File: src/rtl/coef_store_pkg.sv
package coef_store_pkg;
  typedef enum logic {LD_IDLE, LD_RUN} ld_state_e;
endpackage

File: src/rtl/coef_ram.sv
module coef_ram #(
  parameter int DEPTH = 128,
  parameter int W     = 16,
  localparam int AW   = $clog2(DEPTH)
) (
  input  logic          clk,
  input  logic          we,
  input  logic [AW-1:0] waddr,
  input  logic [W-1:0]  wdata,
  input  logic [AW-1:0] raddr,
  output logic [W-1:0]  rdata
);
  logic [W-1:0] mem [DEPTH];

  always_ff @(posedge clk) begin
    if (we) mem[waddr] <= wdata;
    rdata <= mem[raddr];
  end
endmodule

File: src/rtl/eprom_loader.sv
module eprom_loader
  import coef_store_pkg::*;
#(
  parameter int N_COEF  = 128,
  parameter int DEV_W   = 4,
  parameter int RD_LAT  = 3,
  localparam int BYTE_W = $clog2(N_COEF * 2),
  localparam int IDX_W  = $clog2(N_COEF),
  localparam int WAIT_W = $clog2(RD_LAT + 1),
  localparam int EA_W   = DEV_W + BYTE_W
) (
  input  logic             clk,
  input  logic             rst_n,
  input  logic [DEV_W-1:0] dev_idx,
  input  logic             load_req,
  input  logic [7:0]       ep_data,
  output logic [EA_W-1:0]  ep_addr,
  output logic             wr_en,
  output logic [IDX_W-1:0] wr_idx,
  output logic [15:0]      wr_data,
  output logic             busy,
  output logic             done
);
  localparam logic [BYTE_W-1:0] LAST_BYTE = BYTE_W'(N_COEF * 2 - 1);
  localparam logic [WAIT_W-1:0] WAIT_END  = WAIT_W'(RD_LAT - 1);

  ld_state_e         st;
  logic [BYTE_W-1:0] byte_cnt;
  logic [WAIT_W-1:0] wait_cnt;
  logic [7:0]        lo_byte;
  logic              sample;

  assign sample  = (st == LD_RUN) && (wait_cnt == WAIT_END);
  assign busy    = (st == LD_RUN);
  assign ep_addr = {dev_idx, byte_cnt};
  assign wr_en   = sample && byte_cnt[0];
  assign wr_idx  = byte_cnt[BYTE_W-1:1];
  assign wr_data = {ep_data, lo_byte};

  always_ff @(posedge clk) begin
    if (!rst_n) begin
      st       <= LD_RUN;
      byte_cnt <= '0;
      wait_cnt <= '0;
      lo_byte  <= '0;
      done     <= 1'b0;
    end else begin
      done <= 1'b0;
      case (st)
        LD_IDLE: begin
          if (load_req) begin
            st       <= LD_RUN;
            byte_cnt <= '0;
            wait_cnt <= '0;
          end
        end
        default: begin
          if (sample) begin
            wait_cnt <= '0;
            if (!byte_cnt[0]) lo_byte <= ep_data;
            if (byte_cnt == LAST_BYTE) begin
              st   <= LD_IDLE;
              done <= 1'b1;
            end else begin
              byte_cnt <= byte_cnt + 1'b1;
            end
          end else begin
            wait_cnt <= wait_cnt + 1'b1;
          end
        end
      endcase
    end
  end
endmodule

File: src/rtl/coef_store.sv
module coef_store #(
  parameter int N_COEF  = 128,
  parameter int DEV_W   = 4,
  parameter int RD_LAT  = 3,
  localparam int IDX_W  = $clog2(N_COEF),
  localparam int EA_W   = DEV_W + $clog2(N_COEF * 2)
) (
  input  logic             clk,
  input  logic             rst_n,
  input  logic [DEV_W-1:0] dev_idx,
  input  logic             load_req,
  output logic             busy,
  output logic             done,
  output logic [EA_W-1:0]  ep_addr,
  input  logic [7:0]       ep_data,
  input  logic             host_valid,
  output logic             host_ready,
  input  logic [IDX_W-1:0] host_addr,
  input  logic [15:0]      host_data,
  input  logic [IDX_W-1:0] rd_addr,
  output logic [15:0]      rd_data
);
  logic             ld_we;
  logic [IDX_W-1:0] ld_idx;
  logic [15:0]      ld_data;
  logic             mem_we;
  logic [IDX_W-1:0] mem_waddr;
  logic [15:0]      mem_wdata;

  eprom_loader #(.N_COEF(N_COEF), .DEV_W(DEV_W), .RD_LAT(RD_LAT)) u_loader (
    .clk(clk), .rst_n(rst_n), .dev_idx(dev_idx), .load_req(load_req),
    .ep_data(ep_data), .ep_addr(ep_addr), .wr_en(ld_we), .wr_idx(ld_idx),
    .wr_data(ld_data), .busy(busy), .done(done)
  );

  assign host_ready = !busy;
  assign mem_we     = ld_we || (host_valid && host_ready);
  assign mem_waddr  = busy ? ld_idx  : host_addr;
  assign mem_wdata  = busy ? ld_data : host_data;

  coef_ram #(.DEPTH(N_COEF), .W(16)) u_ram (
    .clk(clk), .we(mem_we), .waddr(mem_waddr), .wdata(mem_wdata),
    .raddr(rd_addr), .rdata(rd_data)
  );
endmodule

File: config.mk
export PLATFORM = sky130hd
export DESIGN_NAME = coef_store
export DESIGN_NICKNAME = d
export VERILOG_FILES = /design/src/rtl/coef_store_pkg.sv /design/src/rtl/coef_ram.sv /design/src/rtl/eprom_loader.sv /design/src/rtl/coef_store.sv
export SDC_FILE = /design/constraint.sdc
export NUM_CORES = 2
export LEC_CHECK = 0
export BUFFER_PORTS_ARGS = -buffer_cell sky130_fd_sc_hd__buf_2
export CAP_MARGIN = 20
export CORE_MARGIN = 5
export CORE_UTILIZATION = 40
export CTS_CLUSTER_DIAMETER = 100
export DETAILED_ROUTE_END_ITERATION = 16
export HOLD_SLACK_MARGIN = 0.03
export SYNTH_ARGS = -nofsm -noshare
export SYNTH_HDL_FRONTEND = slang
export SYNTH_SLANG_ARGS = --single-unit
File: constraint.sdc
create_clock -name clk -period 4 [get_ports clk]
set_clock_uncertainty 0.1 [all_clocks]
set_input_delay 0.2 -clock clk [delete_from_list [all_inputs] [get_ports clk]]
set_output_delay 0.2 -clock clk [all_outputs]
set_load 0.03 [all_outputs]
Word-level counts from Yosys, hierarchy flattened:

Memory sizes are Yosys's and may differ from the RTL's. A register that Yosys moved wholly into a read port is not among the register bits.
Index checks and enable logic that the tools add are counted.

* bits in registers: 20
* RAM bits: 2048
* input port bits: 46
* logic and storage cells: 38
* memories kept: 1

Memory list
* u_ram.mem: words 128, bits a word 16, read ports 1, clocked after Yosys merged registers in 1, write ports 1, RTL line coef_ram.sv:13 `logic [W-1:0] mem [DEPTH];`

* add/subtract/negate cells: 2
* equality and inequality tests: 4
* muxes and demuxes: 16
* bitwise operators: 1
* reductions and logical operators: 9

Operators with widths (count)
* 8-bit two-way mux: 4
* 16-bit two-way mux: 1
* 3-bit AND reduction: 3
* 8-bit by 1-bit adder with 8-bit output, second input constant: 1
* 8-bit equality test, second input constant: 1
* 1-bit two-way mux: 7
* 7-bit two-way mux: 1
* 2-bit two-way mux: 3
* 2-bit inequality test, second input constant: 2
* 1-bit logical AND: 3
* 2-bit by 1-bit adder with 2-bit output, second input constant: 1
* 2-bit equality test, second input constant: 1
* 2-bit nonzero test: 1
* 1-bit logical NOT: 1
* 1-bit logical OR: 1
* 1-bit NOT: 1

Longest topological paths before layout:

* word-level depth: 6
* mapped depth: 7
* mapped depth without buffers: 6

By module:

From an unflattened synthesis, not the netlist that was laid out.

* cell total of the unflattened synthesis: 3245
* area, all modules: 80059.3 sq um

By module, submodules not included
* coef_ram: times used 1, cells an instance 3086, area an instance 78522.8 sq um
* eprom_loader: times used 1, cells an instance 131, area an instance 1143.6 sq um
* coef_store: times used 1, cells an instance 28, area an instance 392.9 sq um

Worst setup path after synthesis:

OpenSTA, ideal clock, no wires.

* kind: register to register
* start: reg u_loader.st (netlist: u_loader.busy)
* end: mem u_ram.mem[41][0], enable pin
* setup time: 0.388 ns
* arrival time: 2.829 ns
* data required time: 3.512 ns
* path slack: 0.682 ns
* stages on the path, launching flop included: 7
* path buffers: 2
* cells stage by stage: dfxtp_1 > clkbuf_1 > clkinv_1 > o32ai_1 > nand3_1 > clkbuf_1 > nor2_1

* cells in the longest elaborated chain, start to end: 5

Ends and longest elaborated chain
* from (decl): RTL line eprom_loader.sv:27 `ld_state_e st;`
* from (signal assigned): RTL line eprom_loader.sv:42 `st <= LD_RUN;`
* from (signal assigned): RTL line eprom_loader.sv:52 `st <= LD_RUN;`
* from (signal assigned): RTL line eprom_loader.sv:62 `st <= LD_IDLE;`
* 1-bit logical NOT: RTL line coef_store.sv:36 `assign host_ready = !busy;`
* named net host_ready: RTL line coef_store.sv:17 `output logic host_ready,`
* 1-bit logical AND: RTL line coef_store.sv:37 `assign mem_we = ld_we || (host_valid && host_ready);`
* 1-bit logical OR: RTL line coef_store.sv:37
* 1-bit two-way mux: RTL line coef_ram.sv:16 `if (we) mem[waddr] <= wdata;`
* 1-bit two-way mux (not written as such): RTL line coef_ram.sv:16
* to (decl): RTL line coef_ram.sv:13

The timed path passes the listed nets, and every way through them passes these cells.

Worst setup path in the final report:

* start: reg u_loader.byte_cnt[4]
* end: mem u_ram.mem[8][0], enable pin

* cells in the longest elaborated chain, start to end: 1

Ends and longest elaborated chain
* from (decl): RTL line eprom_loader.sv:28 `logic [BYTE_W-1:0] byte_cnt;`
* from (signal assigned): RTL line eprom_loader.sv:65 `byte_cnt <= byte_cnt + 1'b1;`
* 7-bit two-way mux: RTL line coef_store.sv:38 `assign mem_waddr = busy ? ld_idx : host_addr;`

Every way passes these cells.

==> results.md <==
- Status: complete, no violations
- RSZ-0062 raised after global routing: false
- GRT Total Usage: 18.4%
- Total congestion overflow: 0
- Slowest Stage Delay on Critical Path: 0.62 ns
- Worst-path clk slew: 0.06 ns
- Layout Cells excl Fill: 6398
- Vias per cell: 5.66
- Die Width: 456 um
- Setup TNS: 0 ns
- Clock power frac: 41.2%
- Rows: 163
- Post-Syn Area per Cell: 24.8 um^2
- Fraction of layout cells with a size suffix above 1: 36.8%
- Tot Pwr: 44.4 mW
- Fillcell total: 16.2k
- Largest net degree at the start of global routing: 110
- Final ANT Viol Nets: 0
- Sw frac: 20.6%
- Layout overhead on the synthesized area: 15.5%
- Combinational share of power: 4.8%
- First drt pass iteration count: 5
- CORE AREA: 0.198 mm^2
- Root Buffer: clkbuf_16
- Worst setup path class: reg -> reg
- Syn_nets: 3264
- CP Cell Sequence: inv_1, o32ai_1, buf_4, nand2_1, nor2_2, buf_4
- Seq/Total Area, Yosys: 78.1%
- Worst-path fanout max: 9
- Final Wtd Congestion: 0.772
- Synth Instances: 3217
- Final Max Slew Viols: 0
- Hold crit path type: in -> reg
- Slowest-stage cell, CP: dfxtp_1
- CP startpoint kind: flip-flop
- Die ar.: 0.208 mm^2
- Critical path arrival: 3.50 ns
- PostCTS Resize Cnt: 0
- Most Frequent Cell on Critical Path: buf_4
- Port Buffer Count: 68
- Sink Count: 2084
- Die H: 456 um
- Slew HR: 28.9%
- P_leak: 28.8 nW
- Post-CTS Setup Bufs: 0
- Total number of H-tree levels: 4
- Vias in the first global route: 36.8k
- Post-route clock period utilization: 77.6%
- Synthesized area: 0.0797 mm^2
- CTS Buf Count: 197
- Max capacitance violation total: 0
- Sequential cell area: 0.0622 mm^2
- Initial antenna violation count: 11
- Switching power total: 9.16 mW
- Max Freq: 0.322 GHz
- First-pass GRT wire length: 276 mm
- Tmin final: 3.10 ns
- Worst-margin pin slew: 1.07 ns
- Area of the multi-input gates: 0.0169 mm^2
- Clock buffer depth: 3
- Sequential Power Share: 54.1%
- Critical Path RT: 4.40 ns
- Syn. warnings: 0
- Final setup viols: 0
- Final HPWL DP: 113 mm
- CTS tree: built
- Maximum resistive drop on vdd: 0.335 mV
- IO Pins: 77
- Critical Path Sink Type: flip-flop
- Int Power: 35.3 mW
- Iter 0 DRT Violations: 3796
- Initial Util: 40.3%
- Clk_lat worst skew: 0.82 ns
- Hold Violations, Final: 0
- WL per Instance: 30.4 um
- Placed insts: 6002
- Netlist cell types: 31
- Via count: 36.2k
- Final wirelength: 194 mm
- Synth Register Bits: 2084
- Nets: 3639
- Pwr dens: 483 mW/mm^2
- DRC: 0
[power by group through the flow]
stage                     sequential [mW]  clock, mW  combinational (mW)
after floorplan                      24.5          0                1.26
after global placement               24.5          0                2.10
after detailed placement             24.5          0                2.13
after CTS                            24.0       18.6                2.15
after global routing                 24.0       19.5                2.24
final                                24.0       18.3                2.13
[synthesized netlist by cell type]
library cell / number / area share [%]
nand3_1: 17 / 0.11
a21oi_1: 3 / 0.019
xor2_1: 1 / 0.011
inv_1: 8 / 0.038
clkbuf_1: 88 / 0.41
ha_1: 1 / 0.016
a22o_1: 4 / 0.044
buf_2: 46 / 0.29
buf_4: 12 / 0.11
a21boi_0: 1 / 0.0094
edfxtp_1: 2048 / 77
clkinv_1: 1 / 0.0047
o32ai_1: 3 / 0.033
a32o_1: 3 / 0.038
buf_1: 26 / 0.12
o21ai_1: 1 / 0.0063
nand4_1: 1 / 0.0079
dfxtp_1: 36 / 0.90
nor2_1: 142 / 0.67
and2_1: 2 / 0.016
and3b_1: 1 / 0.011
a211oi_1: 3 / 0.028
mux2i_1: 9 / 0.11
nor2b_1: 10 / 0.079
nor3_1: 2 / 0.013
nand2_1: 31 / 0.15
o21ai_0: 5 / 0.031
xnor2_1: 6 / 0.066
mux4_2: 672 / 19
mux2_2: 33 / 0.47
a2111oi_0: 1 / 0.011
[worst max-delay path, delay by kind of cell, from the launching register on]
family | cells | cell delay [ns]
AND/OR/NAND/NOR | 2 | 0.80
flip-flops | 1 | 0.62
buffers and inverters | 3 | 0.83
AO/OA/AOI/OAI | 1 | 0.43
[area by class of cell]
type / instances / area share (%)
well taps: 2640 / 3.59
clock buffers: 269 / 5.91
multi-input cells: 952 / 18.4
flip-flops and latches: 2084 / 67.6
clock inverters: 94 / 0.971
repair buffers: 348 / 3.46
inverters: 9 / 0.0367
diodes: 2 / 0.00544
[routing by layer]
layer | wire length [um] | global-route usage (%)
met5 | 0 | 0
met4 | 4710 | 5.00
met3 | 14400 | 3.23
met2 | 95300 | 29.8
met1 | 79900 | 26.0
[state kept, by name, summed over array words and instances (netlist names)]
signal,count
u_ram.rdata,16
u_loader.busy,1
u_loader.lo_byte,8
u_ram.mem,2048
u_loader.wait_cnt,2
u_loader.done,1
u_loader.byte_cnt,8
[placed cells by master (no fill, tap or decap), drive strengths merged, types with 6 or more instances in the layout]
| master | count |
|---|---|
| dlygate4sd3 | 25 |
| xnor2 | 6 |
| mux4 | 672 |
| buf | 323 |
| o21ai | 6 |
| dfxtp | 36 |
| nand2 | 31 |
| clkinv | 75 |
| bufinv | 14 |
| inv | 10 |
| nor2 | 142 |
| mux2 | 33 |
| mux2i | 9 |
| nand3 | 17 |
| edfxtp | 2048 |
| nor2b | 10 |
| clkbuf | 269 |
[cell families (layout without fill, tap and decap cells)]
| kind of cell | count (synthesis) | after routing | synth area share, % |
|---|---|---|---|
| xor+xnor | 7 | 7 | 0.0769 |
| other cells | 0 | 2 | 0 |
| flops | 2084 | 2084 | 78.1 |
| buf+inv | 181 | 720 | 0.981 |
| fa+ha+maj | 1 | 1 | 0.0157 |
| simple gates | 206 | 206 | 1.05 |
| compound gates | 24 | 24 | 0.220 |
| mux | 714 | 714 | 19.6 |
[metrics by stage]
step,cell area [um^2],utilization (%),hold WS [ns],worst slack [ns]
floorplan,79700,-,0.228,0.682
global placement,85300,43.1,0.300,0.602
global route,92000,46.5,0.0410,0.800
detailed placement,85300,43.1,0.300,0.599
CTS,91800,46.4,0.0812,0.922
finish,92000,46.5,0.0307,0.896
[path summary, 6_finish.rpt]
kind                               end                 start  slack [ns]  depth (start not counted)
hold reg to reg   u_loader.wait_cnt[0]  u_loader.wait_cnt[0]        0.46                          2
setup / recovery       u_ram.mem[8][0]  u_loader.byte_cnt[4]        0.90                          6
hold / removal       u_ram.mem[119][5]          host_data[5]        0.03                          2
setup reg to reg       u_ram.mem[8][0]  u_loader.byte_cnt[4]        0.90                          6
[what timing repair did]
| action | in CTS | in global routing |
|---|---|---|
| endpoints found under the setup margin | 0 | 0 |
| hold buffers | 25 | 0 |
| hold endpoints to repair | 36 | 0 |
(Power assumes the default switching activity.)
